--- config.mk ---
export PLATFORM = sky130hd
export DESIGN_NAME = cnt_limit_timer
export DESIGN_NICKNAME = d
export VERILOG_FILES = /design/src/rtl/tmr_pkg.sv /design/src/rtl/tmr_channel.sv /design/src/rtl/tmr_bus_decode.sv /design/src/rtl/cnt_limit_timer.sv
export SDC_FILE = /design/constraint.sdc
export NUM_CORES = 1
export LEC_CHECK = 0
export ABC_AREA = 0
export BUFFER_PORTS_ARGS = -buffer_cell sky130_fd_sc_hd__buf_2
export CORE_UTILIZATION = 58
export DETAILED_ROUTE_END_ITERATION = 8
export GPL_TIMING_DRIVEN = 0
export PLACE_DENSITY_LB_ADDON = 0.25
export SLEW_MARGIN = 0
export SYNTH_ARGS = -nofsm -noshare
export SYNTH_HDL_FRONTEND = slang
export SYNTH_HIERARCHICAL = 1
export SYNTH_SLANG_ARGS = --single-unit
--- constraint.sdc ---
create_clock -name clk -period 3.9 [get_ports clk]
set_clock_uncertainty 0.05 [all_clocks]
set_input_delay 0.195 -clock clk [delete_from_list [all_inputs] [get_ports clk]]
set_output_delay 0.195 -clock clk [all_outputs]
set_load 0.01 [all_outputs]
--- src/rtl/tmr_pkg.sv ---
package tmr_pkg;

    localparam int TMR_DATA_W = 32;
    localparam int TMR_CNT_W  = 21;
    localparam int TMR_SHIFT  = 10;
    localparam int TMR_FLAG_B = TMR_DATA_W - 1;

    typedef logic [TMR_CNT_W-1:0]  cnt_t;
    typedef logic [TMR_DATA_W-1:0] word_t;

    localparam cnt_t CNT_ONE = cnt_t'(1);
    localparam cnt_t CNT_MAX = {TMR_CNT_W{1'b1}};

    // which word of a channel an address selects
    typedef enum logic {
        REG_COUNT = 1'b0,
        REG_LIMIT = 1'b1
    } reg_sel_e;

    // per-channel access strobes produced by the bus decoder
    typedef struct packed {
        logic rd_cnt;
        logic rd_lim;
        logic wr_lim;
        cnt_t wval;
    } ch_req_t;

    // architectural state of one channel
    typedef struct packed {
        logic flag;
        cnt_t count;
        cnt_t limit;
    } ch_state_t;

    function automatic word_t pack_word(input logic flag, input cnt_t val);
        word_t w;
        w = '0;
        w[TMR_FLAG_B] = flag;
        w[TMR_SHIFT +: TMR_CNT_W] = val;
        return w;
    endfunction

    function automatic cnt_t unpack_val(input word_t w);
        return w[TMR_SHIFT +: TMR_CNT_W];
    endfunction

endpackage

--- src/rtl/tmr_channel.sv ---
module tmr_channel
    import tmr_pkg::*;
(
    input  logic    clk,
    input  logic    rst,
    input  logic    tick,
    input  ch_req_t req,
    output word_t   cnt_word,
    output word_t   lim_word,
    output logic    irq
);

    ch_state_t st_q, st_d;

    logic free_run;
    logic at_end;
    logic at_max;
    logic wrap_set;
    logic [TMR_CNT_W:0] count_inc;

    assign free_run  = (st_q.limit <= CNT_ONE);
    assign count_inc = {1'b0, st_q.count} + 1'b1;
    assign at_end    = !free_run && (count_inc >= {1'b0, st_q.limit});
    assign at_max    = (st_q.count == CNT_MAX);
    assign wrap_set  = tick && at_end;

    always_comb begin
        st_d = st_q;
        if (req.wr_lim) begin
            st_d.limit = req.wval;
            st_d.count = CNT_ONE;
            st_d.flag  = 1'b0;
        end else begin
            if (tick) begin
                if (free_run) begin
                    st_d.count = at_max ? CNT_ONE : count_inc[TMR_CNT_W-1:0];
                end else if (at_end) begin
                    st_d.count = CNT_ONE;
                end else begin
                    st_d.count = count_inc[TMR_CNT_W-1:0];
                end
            end
            // a new wrap event wins over an acknowledge in the same cycle
            st_d.flag = wrap_set | (st_q.flag & ~req.rd_lim);
        end
    end

    always_ff @(posedge clk) begin
        if (rst) begin
            st_q.flag  <= 1'b0;
            st_q.count <= CNT_ONE;
            st_q.limit <= '0;
        end else begin
            st_q <= st_d;
        end
    end

    assign cnt_word = pack_word(st_q.flag, st_q.count);
    assign lim_word = pack_word(st_q.flag, st_q.limit);
    assign irq      = st_q.flag;

    // the counter never holds zero
    assert_nonzero_R2: assert property (@(posedge clk) disable iff (rst)
        st_q.count != '0);

    // no tick and no limit write leaves the counter untouched
    assert_hold_R2: assert property (@(posedge clk) disable iff (rst)
        (!tick && !req.wr_lim) |=> $stable(st_q.count));

    // the flag only rises together with a reload to one
    assert_rise_wrap_R3: assert property (@(posedge clk) disable iff (rst)
        $rose(st_q.flag) |-> (st_q.count == CNT_ONE));

    // with an active limit the counter stays below it
    assert_bound_R3: assert property (@(posedge clk) disable iff (rst)
        !free_run |-> (st_q.count < st_q.limit));

    // an acknowledge without a competing tick clears the flag
    assert_rd_clear_R5: assert property (@(posedge clk) disable iff (rst)
        (req.rd_lim && !tick) |=> !st_q.flag);

    // a limit write restarts the channel with the new limit
    assert_wr_load_R6: assert property (@(posedge clk) disable iff (rst)
        req.wr_lim |=> (st_q.count == CNT_ONE && !st_q.flag
                        && st_q.limit == $past(req.wval)));

    // a free-running channel never carries a flag
    assert_free_no_flag_R8: assert property (@(posedge clk) disable iff (rst)
        free_run |-> !st_q.flag);

    // free-running channel wraps from the maximum to one
    assert_free_wrap_R8: assert property (@(posedge clk) disable iff (rst)
        (tick && free_run && at_max && !req.wr_lim) |=> (st_q.count == CNT_ONE));

    // a wrap in the cycle of an acknowledge keeps the flag
    assert_set_wins_R10: assert property (@(posedge clk) disable iff (rst)
        (req.rd_lim && tick && at_end) |=> st_q.flag);

endmodule

--- src/rtl/tmr_bus_decode.sv ---
module tmr_bus_decode
    import tmr_pkg::*;
#(
    parameter int NUM_CH = 2,
    parameter int ADDR_W = $clog2(NUM_CH) + 1
) (
    input  logic                    clk,
    input  logic                    rst,
    input  logic                    bus_sel,
    input  logic                    bus_wr,
    input  logic [ADDR_W-1:0]       bus_addr,
    input  word_t                   bus_wdata,
    input  word_t [NUM_CH-1:0]      cnt_words,
    input  word_t [NUM_CH-1:0]      lim_words,
    output ch_req_t [NUM_CH-1:0]    reqs,
    output word_t                   bus_rdata
);

    localparam int IDX_W = ADDR_W - 1;

    logic [IDX_W-1:0] ch_idx;
    reg_sel_e         which;
    logic             rd_acc;
    logic             wr_acc;
    word_t            rd_mux;
    word_t            rdata_q;
    logic [3*NUM_CH-1:0] all_strobes;

    assign ch_idx = bus_addr[ADDR_W-1:1];
    assign which  = reg_sel_e'(bus_addr[0]);
    assign rd_acc = bus_sel && !bus_wr;
    assign wr_acc = bus_sel && bus_wr;

    for (genvar g = 0; g < NUM_CH; g++) begin : g_ch
        logic hit;
        assign hit            = (ch_idx == IDX_W'(g));
        assign reqs[g].rd_cnt = rd_acc && hit && (which == REG_COUNT);
        assign reqs[g].rd_lim = rd_acc && hit && (which == REG_LIMIT);
        assign reqs[g].wr_lim = wr_acc && hit && (which == REG_LIMIT);
        assign reqs[g].wval   = unpack_val(bus_wdata);
        assign all_strobes[3*g +: 3] = {reqs[g].rd_cnt, reqs[g].rd_lim, reqs[g].wr_lim};
    end

    always_comb begin
        rd_mux = '0;
        for (int i = 0; i < NUM_CH; i++) begin
            if (ch_idx == IDX_W'(i)) begin
                rd_mux = (which == REG_LIMIT) ? lim_words[i] : cnt_words[i];
            end
        end
    end

    always_ff @(posedge clk) begin
        if (rst) begin
            rdata_q <= '0;
        end else if (rd_acc) begin
            rdata_q <= rd_mux;
        end
    end

    assign bus_rdata = rdata_q;

    // one access strobes at most one register of one channel
    assert_onehot_R9: assert property (@(posedge clk) disable iff (rst)
        $onehot0(all_strobes));

    // read data holds between reads
    assert_rdata_hold_R11: assert property (@(posedge clk) disable iff (rst)
        !rd_acc |=> $stable(rdata_q));

endmodule

--- src/rtl/cnt_limit_timer.sv ---
module cnt_limit_timer
    import tmr_pkg::*;
#(
    parameter int NUM_CH = 2,
    localparam int ADDR_W = $clog2(NUM_CH) + 1
) (
    input  logic                  clk,
    input  logic                  rst,
    input  logic                  tick_us,
    input  logic                  bus_sel,
    input  logic                  bus_wr,
    input  logic [ADDR_W-1:0]     bus_addr,
    input  logic [TMR_DATA_W-1:0] bus_wdata,
    output logic [TMR_DATA_W-1:0] bus_rdata,
    output logic [NUM_CH-1:0]     irq
);

    ch_req_t [NUM_CH-1:0] reqs;
    word_t   [NUM_CH-1:0] cnt_words;
    word_t   [NUM_CH-1:0] lim_words;

    tmr_bus_decode #(
        .NUM_CH (NUM_CH),
        .ADDR_W (ADDR_W)
    ) u_decode (
        .clk       (clk),
        .rst       (rst),
        .bus_sel   (bus_sel),
        .bus_wr    (bus_wr),
        .bus_addr  (bus_addr),
        .bus_wdata (bus_wdata),
        .cnt_words (cnt_words),
        .lim_words (lim_words),
        .reqs      (reqs),
        .bus_rdata (bus_rdata)
    );

    for (genvar g = 0; g < NUM_CH; g++) begin : g_tmr
        tmr_channel u_ch (
            .clk      (clk),
            .rst      (rst),
            .tick     (tick_us),
            .req      (reqs[g]),
            .cnt_word (cnt_words[g]),
            .lim_word (lim_words[g]),
            .irq      (irq[g])
        );
    end

endmodule

; Word-level counts from Yosys, hierarchy flattened
; Cells that the tools add are included.
[word_totals]
register_bits = 118
input_bits = 39
output_inout_bits = 34
elab_cells = 50
[classes]
addsub = 2
order_cmp = 4
eq_ne = 2
n_mux = 9
bitwise_logic = 7
reduce_logical = 19
[ops]
columns = operator, count
row1 = $mux W21, 6
row2 = $mux W31, 2
row3 = $add A21 B1 Y22 const B, 2
row4 = $ge A22 B21 Y1, 2
row5 = $eq A21 B21 Y1 const B, 2
row6 = $le A21 B1 Y1 const B, 2
row7 = $mux W32, 1
row8 = $logic_and A1 B1 Y1, 14
row9 = $reduce_or A2 Y1, 2
row10 = $logic_not A1 Y1, 3
row11 = $not A1 Y1, 3
row12 = $and A1 B1 Y1, 2
row13 = $or A1 B1 Y1, 2

; Depth between registers and ports, before layout
; Gate-level depths: netlist of run 1.
[logic_depth]
ltp_word = 7
ltp_mapped = 15
mapped_depth_nobuf = 14

; Cells and area by module
; The synthesis of run 1 kept the hierarchy.
[by_module_without_submodules]
columns = module, instances, cells_each, area_each_um2, seq_area_each_um2
row1 = tmr_channel at g_tmr[0].u_ch, 1, 329, 2837.7, 860.8
row2 = tmr_channel at g_tmr[1].u_ch, 1, 334, 2785.2, 860.8
row3 = tmr_bus_decode, 1, 235, 2413.6, 640.6

; Worst setup path before layout of run 1
; No wires, ideal clock.
[synth_timing]
path_type = register to register
startpoint = register g_tmr[0].u_ch.st_q (netlist bit g_tmr[0].u_ch/cnt_word[10])
endpoint = register g_tmr[0].u_ch.st_q (netlist bit g_tmr[0].u_ch/cnt_word[12])
setup_ns = 0.117
arrival_ns = 3.007
required_ns = 3.733
path_slack_ns = 0.725
stages_incl_launch_ff = 13
path_buffers = 0
period_less_slack_ns = 3.175
path_cell_list = dfxtp_1 ha_1 and3_1 and4_1 nand3_1 nor2_1 xor2_1 ha_1 nand3_1 or4_1 o211ai_1 o21bai_1 a32o_1
[synth_via]
elab_chain_cells = 5
word_cells_on_any_way = 7
cone_classes = add/sub: 1 / order compare: 1 / eq/ne: 1 / mux: 3 / reduce/logical: 1
[synth_rtl]
columns = item, line_no
row1 = from (decl), tmr_channel.sv:13  ; ch_state_t st_q, st_d;
row2 = from (signal assigned), tmr_channel.sv:54  ; st_q <= st_d;
row3 = $add A21 B1 Y22, tmr_channel.sv:22  ; assign count_inc = {1'b0, st_q.count} + 1'b1;
row4 = $ge A22 B21 Y1, tmr_channel.sv:23  ; assign at_end = !free_run && (count_inc >= {1'b0, st_q.limit});
row5 = $logic_and A1 B1 Y1, tmr_channel.sv:23
row6 = $mux W21, tmr_channel.sv:37  ; end else if (at_end) begin
row7 = $mux W21 (*), tmr_channel.sv:35  ; if (free_run) begin
; Every way passes the cells marked *; elsewhere a longest branch is shown, timed or not.
; A chain may end at the register's enable or synchronous reset.

; Worst setup path after layout of run 1
[layout_timing]
startpoint = register g_tmr[0].u_ch.st_q (netlist bit g_tmr[0].u_ch/cnt_word[10])
endpoint = register g_tmr[0].u_ch.st_q (netlist bit g_tmr[0].u_ch/cnt_word[20])
; The elaborated chain is that of the path after synthesis.

==> metrics.txt, run 1 <==
power per cell area 382 nW/um2; initial antenna violation count 1; Setup WS post-layout 0.165 ns; MaxCap Viol Count 0; Slew headroom 50.9%; I/O pins 73; DR vias/cell 5.60; Syn Inst Count 895; CTS root buffer clkbuf_16; Initial Utilization 60.1%; syn avg cell area 8.96 um2; min-delay src bus_wdata[25]; Die Wd 120 um; final WL 21000 um; most common cell after layout, fill and taps aside dfxtp_1; share of layout cells above drive strength 1 23.1%; Layout area overhead 18.3%; GRT Overall Usage 30.3%; Worst R2R Start g_tmr[0].u_ch/cnt_word[10]; Worst EP required 4.17 ns; Reg clk slew, reported paths 0.06 ns; Fin. Hold Viols 0; grt total ovfl 0; Place WS 0.155 ns; status completed; latest clock arrival within the worst-skew pair 0.42 ns; CP max FO 10; number of buffers created by CTS 17; fin nets 1097; YS warnings 6; Vias 6745; fillcell total 1047; die area 14300 um2; maximum root-to-sink buffer count 2; Setup CP Type reg -> reg; DR WL/cell 17.4 um; commonest non-fill, non-tap cells in the layout dfxtp_1 (118), mux2i_1 (107), buf_4 (92), nor2_1 (66), buf_2 (55); vias in the first global route 6421; worst vdd ir 361 uV; met2 Resource Use GR 48.1%; pin slew with the least headroom to its limit 0.737 ns; Syn Std Cell Area 8020 um2; CTS sink cnt 118; largest net degree at the start of global routing 17; number of buffers added on ports 39; GR Util met1 39.5%; Arr. time, crit path 4.00 ns; GR peak layer met2; global-route wire length before repair 33400 um; CP endpoint kind flip-flop; Detailed Route Iter0 Violations 596; Die H 120 um; drt pass-1 iters 6; max-slew violation count 0; DRC Markers 0; CTS H-tree lvls 4; final setup fails 0; Hold Path Class in -> reg; Post-DP HPWL 15400 um; hold slack 0.0140 ns; Final ANT Viol Nets 0; leak pwr 4.42 nW; gpl congestion 0.884; grt met3 use 5.80%; Core Rows 42; critical path launch point g_tmr[0].u_ch/cnt_word[10]; Setup crit start kind flip-flop; Final min period 3.74 ns; Max Clk Rate 268 MHz; CTS tree yes; CORE AREA 13300 um2; Fin Setup TNS 0 ns; Final Cycle Share 95.8%
-- worst max-delay path: stages (launching register included) --
cell and delay, ns:
dfxtp_1 0.48, ha_1 0.26, and3_1 0.29, and4_1 0.31
nand3_1 0.17, nor2_1 0.17, xor2_1 0.10, ha_1 0.31
nand3_1 0.11, or4_1 0.53, o211ai_1 0.22, buf_4 0.16
o31ai_4 0.10, buf_4 0.21, and2_1 0.14
-- through the flow --
stage	instance area, um2	std cells	util (%)	power, W
6_report	9480	1204	71.1	0.00362
5_1_grt	9480	1204	71.1	0.00374
4_1_cts	9440	1201	70.7	0.00360
3_5_place_dp	8580	1148	64.3	0.00182
3_3_place_gp	8580	1148	64.3	0.00181
2_1_floorplan	8160	933	-	0.00169
-- area by class of cell --
cell class,instances,area (um2),area share (%)
multi-input combinational,633,4720,49.7
sequential,118,2360,24.9
buffer,134,928,9.79
clock buffer,22,454,4.79
timing repair buffer,62,420,4.43
tap,176,220,2.32
clock inverter,10,200,2.11
inverter,48,180,1.90
antenna,1,2.50,0.0264
-- state kept, by name (all words and copies together), names as in the netlist --
| register | flops |
|---|---|
| g_tmr.u_ch/cnt_word | 42 |
| u_decode/bus_rdata | 32 |
| g_tmr.u_ch/irq | 2 |
| g_tmr.u_ch/lim_word | 42 |
-- timing repair --
action | in CTS | in global routing
hold buffers | 21 | 0
setup buffers | 0 | 2
hold endpoints to repair | 40 | 0
resized for setup | 0 | 5
endpoints found under the setup margin | 0 | 22
-- routing by layer --
layer	part of all wire (%)	wire, um
met1	45	9380
met2	46	9720
met3	5.7	1200
met4	3.4	710
met5	0	0
-- report_power, final --
part / switching, W / leakage [nW] / internal [W]
combinational: 0.000301 / 3.14 / 0.000267
clock: 0.000558 / 0.322 / 0.00121
sequential: 0.0000439 / 0.954 / 0.00124
total: 0.000903 / 4.42 / 0.00272
-- path summary, 6_finish.rpt --
check / to / slack [ns] / cells past startpoint
setup / recovery: g_tmr[0].u_ch/cnt_word[20] / 0.16 / 14
hold reg to reg: u_decode/bus_rdata[24] / 0.39 / 1
hold / removal: g_tmr[0].u_ch/lim_word[25] / 0.01 / 3
setup reg to reg: g_tmr[0].u_ch/cnt_word[20] / 0.16 / 14
(Power assumes the default switching activity.)
==> run 2, diff against run 1 <==
BUFFER_PORTS_ARGS = not set   (was -buffer_cell sky130_fd_sc_hd__buf_2)
DONT_BUFFER_PORTS = 1   (was not set)
==> run 2 against run 1 <==
  * Flip-flop and latch count unchanged
  * Clock power down 10%
  * Largest cell class unchanged
  * Routed wire length is 0.58% lower
  * Critical path type unchanged
  * Global-route usage is 0.23 points higher
  * Via count shrank 3.1%
  * Count of clock-buffer cells in the layout up 1
  * First-iteration DRC count is 16% lower
  * Total power fell by 5.3%
  * Worst hold slack better by 0.018 ns
  * Non-clock buffer count fell by 38
  * Register-to-register slack better by 0.05 ns
  * Final cell count decreased by 3.2%
  * Highest routed layer unchanged
==> metrics.txt, run 2 (synthesis results as in run 1) <==
GRT Overall Usage 30.5%; gpl congestion 0.874; DR vias/cell 5.61; MaxCap Viol Count 0; Reg clk slew, reported paths 0.06 ns; die area 14300 um2; pin slew with the least headroom to its limit 0.728 ns; final setup fails 0; Die H 120 um; Die Wd 120 um; status completed; critical path's slowest cell dfxtp_1; Final Cycle Share 94.6%; Arr. time, crit path 4.00 ns; number of buffers added on ports 0; max-slew violation count 0; share of layout cells above drive strength 1 19.8%; Fin. Hold Viols 0; Crit path top cell by count ha_1; Vias 6538; vias in the first global route 6384; crit-path max cell delay 0.48 ns; Final ANT Viol Nets 0; Setup CP Type reg -> reg; worst-case reg-to-reg path depth 13; Post-DP HPWL 15200 um; r2r setup slk 0.21 ns; Slew headroom 51.5%; CTS H-tree lvls 4; Worst R2R Start g_tmr[0].u_ch/cnt_word[10]; most common cell after layout, fill and taps aside dfxtp_1; commonest non-fill, non-tap cells in the layout dfxtp_1 (118), mux2i_1 (107), buf_4 (91), nor2_1 (66), nand2_1 (52); number of buffers created by CTS 17; Setup crit start kind flip-flop; Core Rows 42; reg2reg end g_tmr[0].u_ch/cnt_word[17]; fillcell total 1082; CTS tree yes; worst vdd ir 313 uV; Worst EP required 4.21 ns; largest net degree at the start of global routing 17; CTS root buffer clkbuf_16; Max Clk Rate 271 MHz; power per cell area 372 nW/um2; leak pwr 4.18 nW; global-route wire length before repair 33500 um; Worst Hold Path Cells 3; Place WS 0.120 ns; ANT cells 0; CP max FO 10; Hold EP g_tmr[1].u_ch/cnt_word[17]; min-delay src tick_us; DRC Markers 0; Hold Path Class in -> reg; initial antenna violation count 0; Final min period 3.69 ns; CORE AREA 13300 um2; final WL 20900 um; I/O pins 73; latest clock arrival within the worst-skew pair 0.42 ns; Fin Setup TNS 0 ns; drt pass-1 iters 7; grt total ovfl 0; Layout area overhead 15.1%; Initial Utilization 60.1%; Detailed Route Iter0 Violations 500; maximum root-to-sink buffer count 2; CTS sink cnt 118; CP endpoint kind flip-flop; fin nets 1059; CP Cell Sequence ha_1 -> and3_1 -> and2_1 -> nand2_1 -> xnor2_1 -> ha_1 -> o21ai_0 -> nor2_1 -> a2111oi_1 -> o22ai_1 -> o31ai_4 -> buf_4 -> nor2b_1; DR WL/cell 17.9 um; Setup WS post-layout 0.211 ns
-- run 2: routing by layer --
layer / share of wire [%] / track usage (%) / wire length [um]
met4: 3.8 / 14.5 / 790
met5: 0 / 0 / 0
met2: 47 / 49.0 / 9720
met1: 44 / 38.7 / 9190
met3: 5.7 / 6.65 / 1180
-- run 2: how the worst max path moves through the flow --
| stage | startpoint | to | cells past startpoint | slack [ns] |
|---|---|---|---|---|
| after floorplan | g_tmr[0].u_ch/cnt_word[10] | g_tmr[0].u_ch/cnt_word[12] | 12 | 0.73 |
| after global placement | g_tmr[0].u_ch/cnt_word[10] | g_tmr[0].u_ch/cnt_word[15] | 13 | 0.16 |
| after detailed placement | g_tmr[0].u_ch/cnt_word[10] | g_tmr[0].u_ch/cnt_word[17] | 13 | 0.12 |
| after CTS | g_tmr[0].u_ch/cnt_word[10] | g_tmr[0].u_ch/cnt_word[14] | 13 | 0.09 |
| after global routing | g_tmr[0].u_ch/cnt_word[10] | g_tmr[0].u_ch/cnt_word[15] | 13 | -0.01 |
| final | g_tmr[0].u_ch/cnt_word[10] | g_tmr[0].u_ch/cnt_word[17] | 13 | 0.21 |
-- run 2: stage by stage --
stage / instance area [um2] / cells / util (%) / power [W] / hold WS (ns)
2_1_floorplan: 8160 / 933 / - / 0.00169 / 0.217
3_3_place_gp: 8380 / 1109 / 62.8 / 0.00180 / 0.220
3_5_place_dp: 8380 / 1109 / 62.8 / 0.00180 / 0.222
4_1_cts: 9210 / 1164 / 69.0 / 0.00342 / 0.0130
5_1_grt: 9230 / 1165 / 69.2 / 0.00357 / 0.0372
6_report: 9230 / 1165 / 69.2 / 0.00343 / 0.0317
-- run 2: report_power, final --
group / switching [W] / internal (W) / leakage, nW / total, W
combinational: 0.000290 / 0.000255 / 2.93 / 0.000545
clock: 0.000557 / 0.00103 / 0.287 / 0.00159
sequential: 0.0000542 / 0.00124 / 0.954 / 0.00129
total: 0.000901 / 0.00253 / 4.18 / 0.00343
-- run 2: layout make-up --
class	instances	area [um2]	area share, %
plain buffers	134	928	10.1
clock buffers	23	468	5.07
clock inverters	9	125	1.36
inverters	48	180	1.95
multi-input cells	633	4710	51.0
flip-flops and latches	118	2360	25.6
well taps	176	220	2.39
repair buffers	24	238	2.58
-- run 2: critical path: cells and delay by family (launching register included) --
family | cells | cell delay, ns
simple gates | 5 | 0.80
fa+ha+maj | 2 | 0.54
compound gates | 4 | 1.25
xor+xnor | 1 | 0.25
buf+inv | 1 | 0.23
flops | 1 | 0.48
-- run 2: what timing repair did --
item | 4_1_cts | 5_1_grt
resized for setup | 0 | 4
hold buffers | 23 | 0
endpoints found under the hold margin | 45 | 0
setup buffers | 0 | 1
setup endpoints to repair | 0 | 16
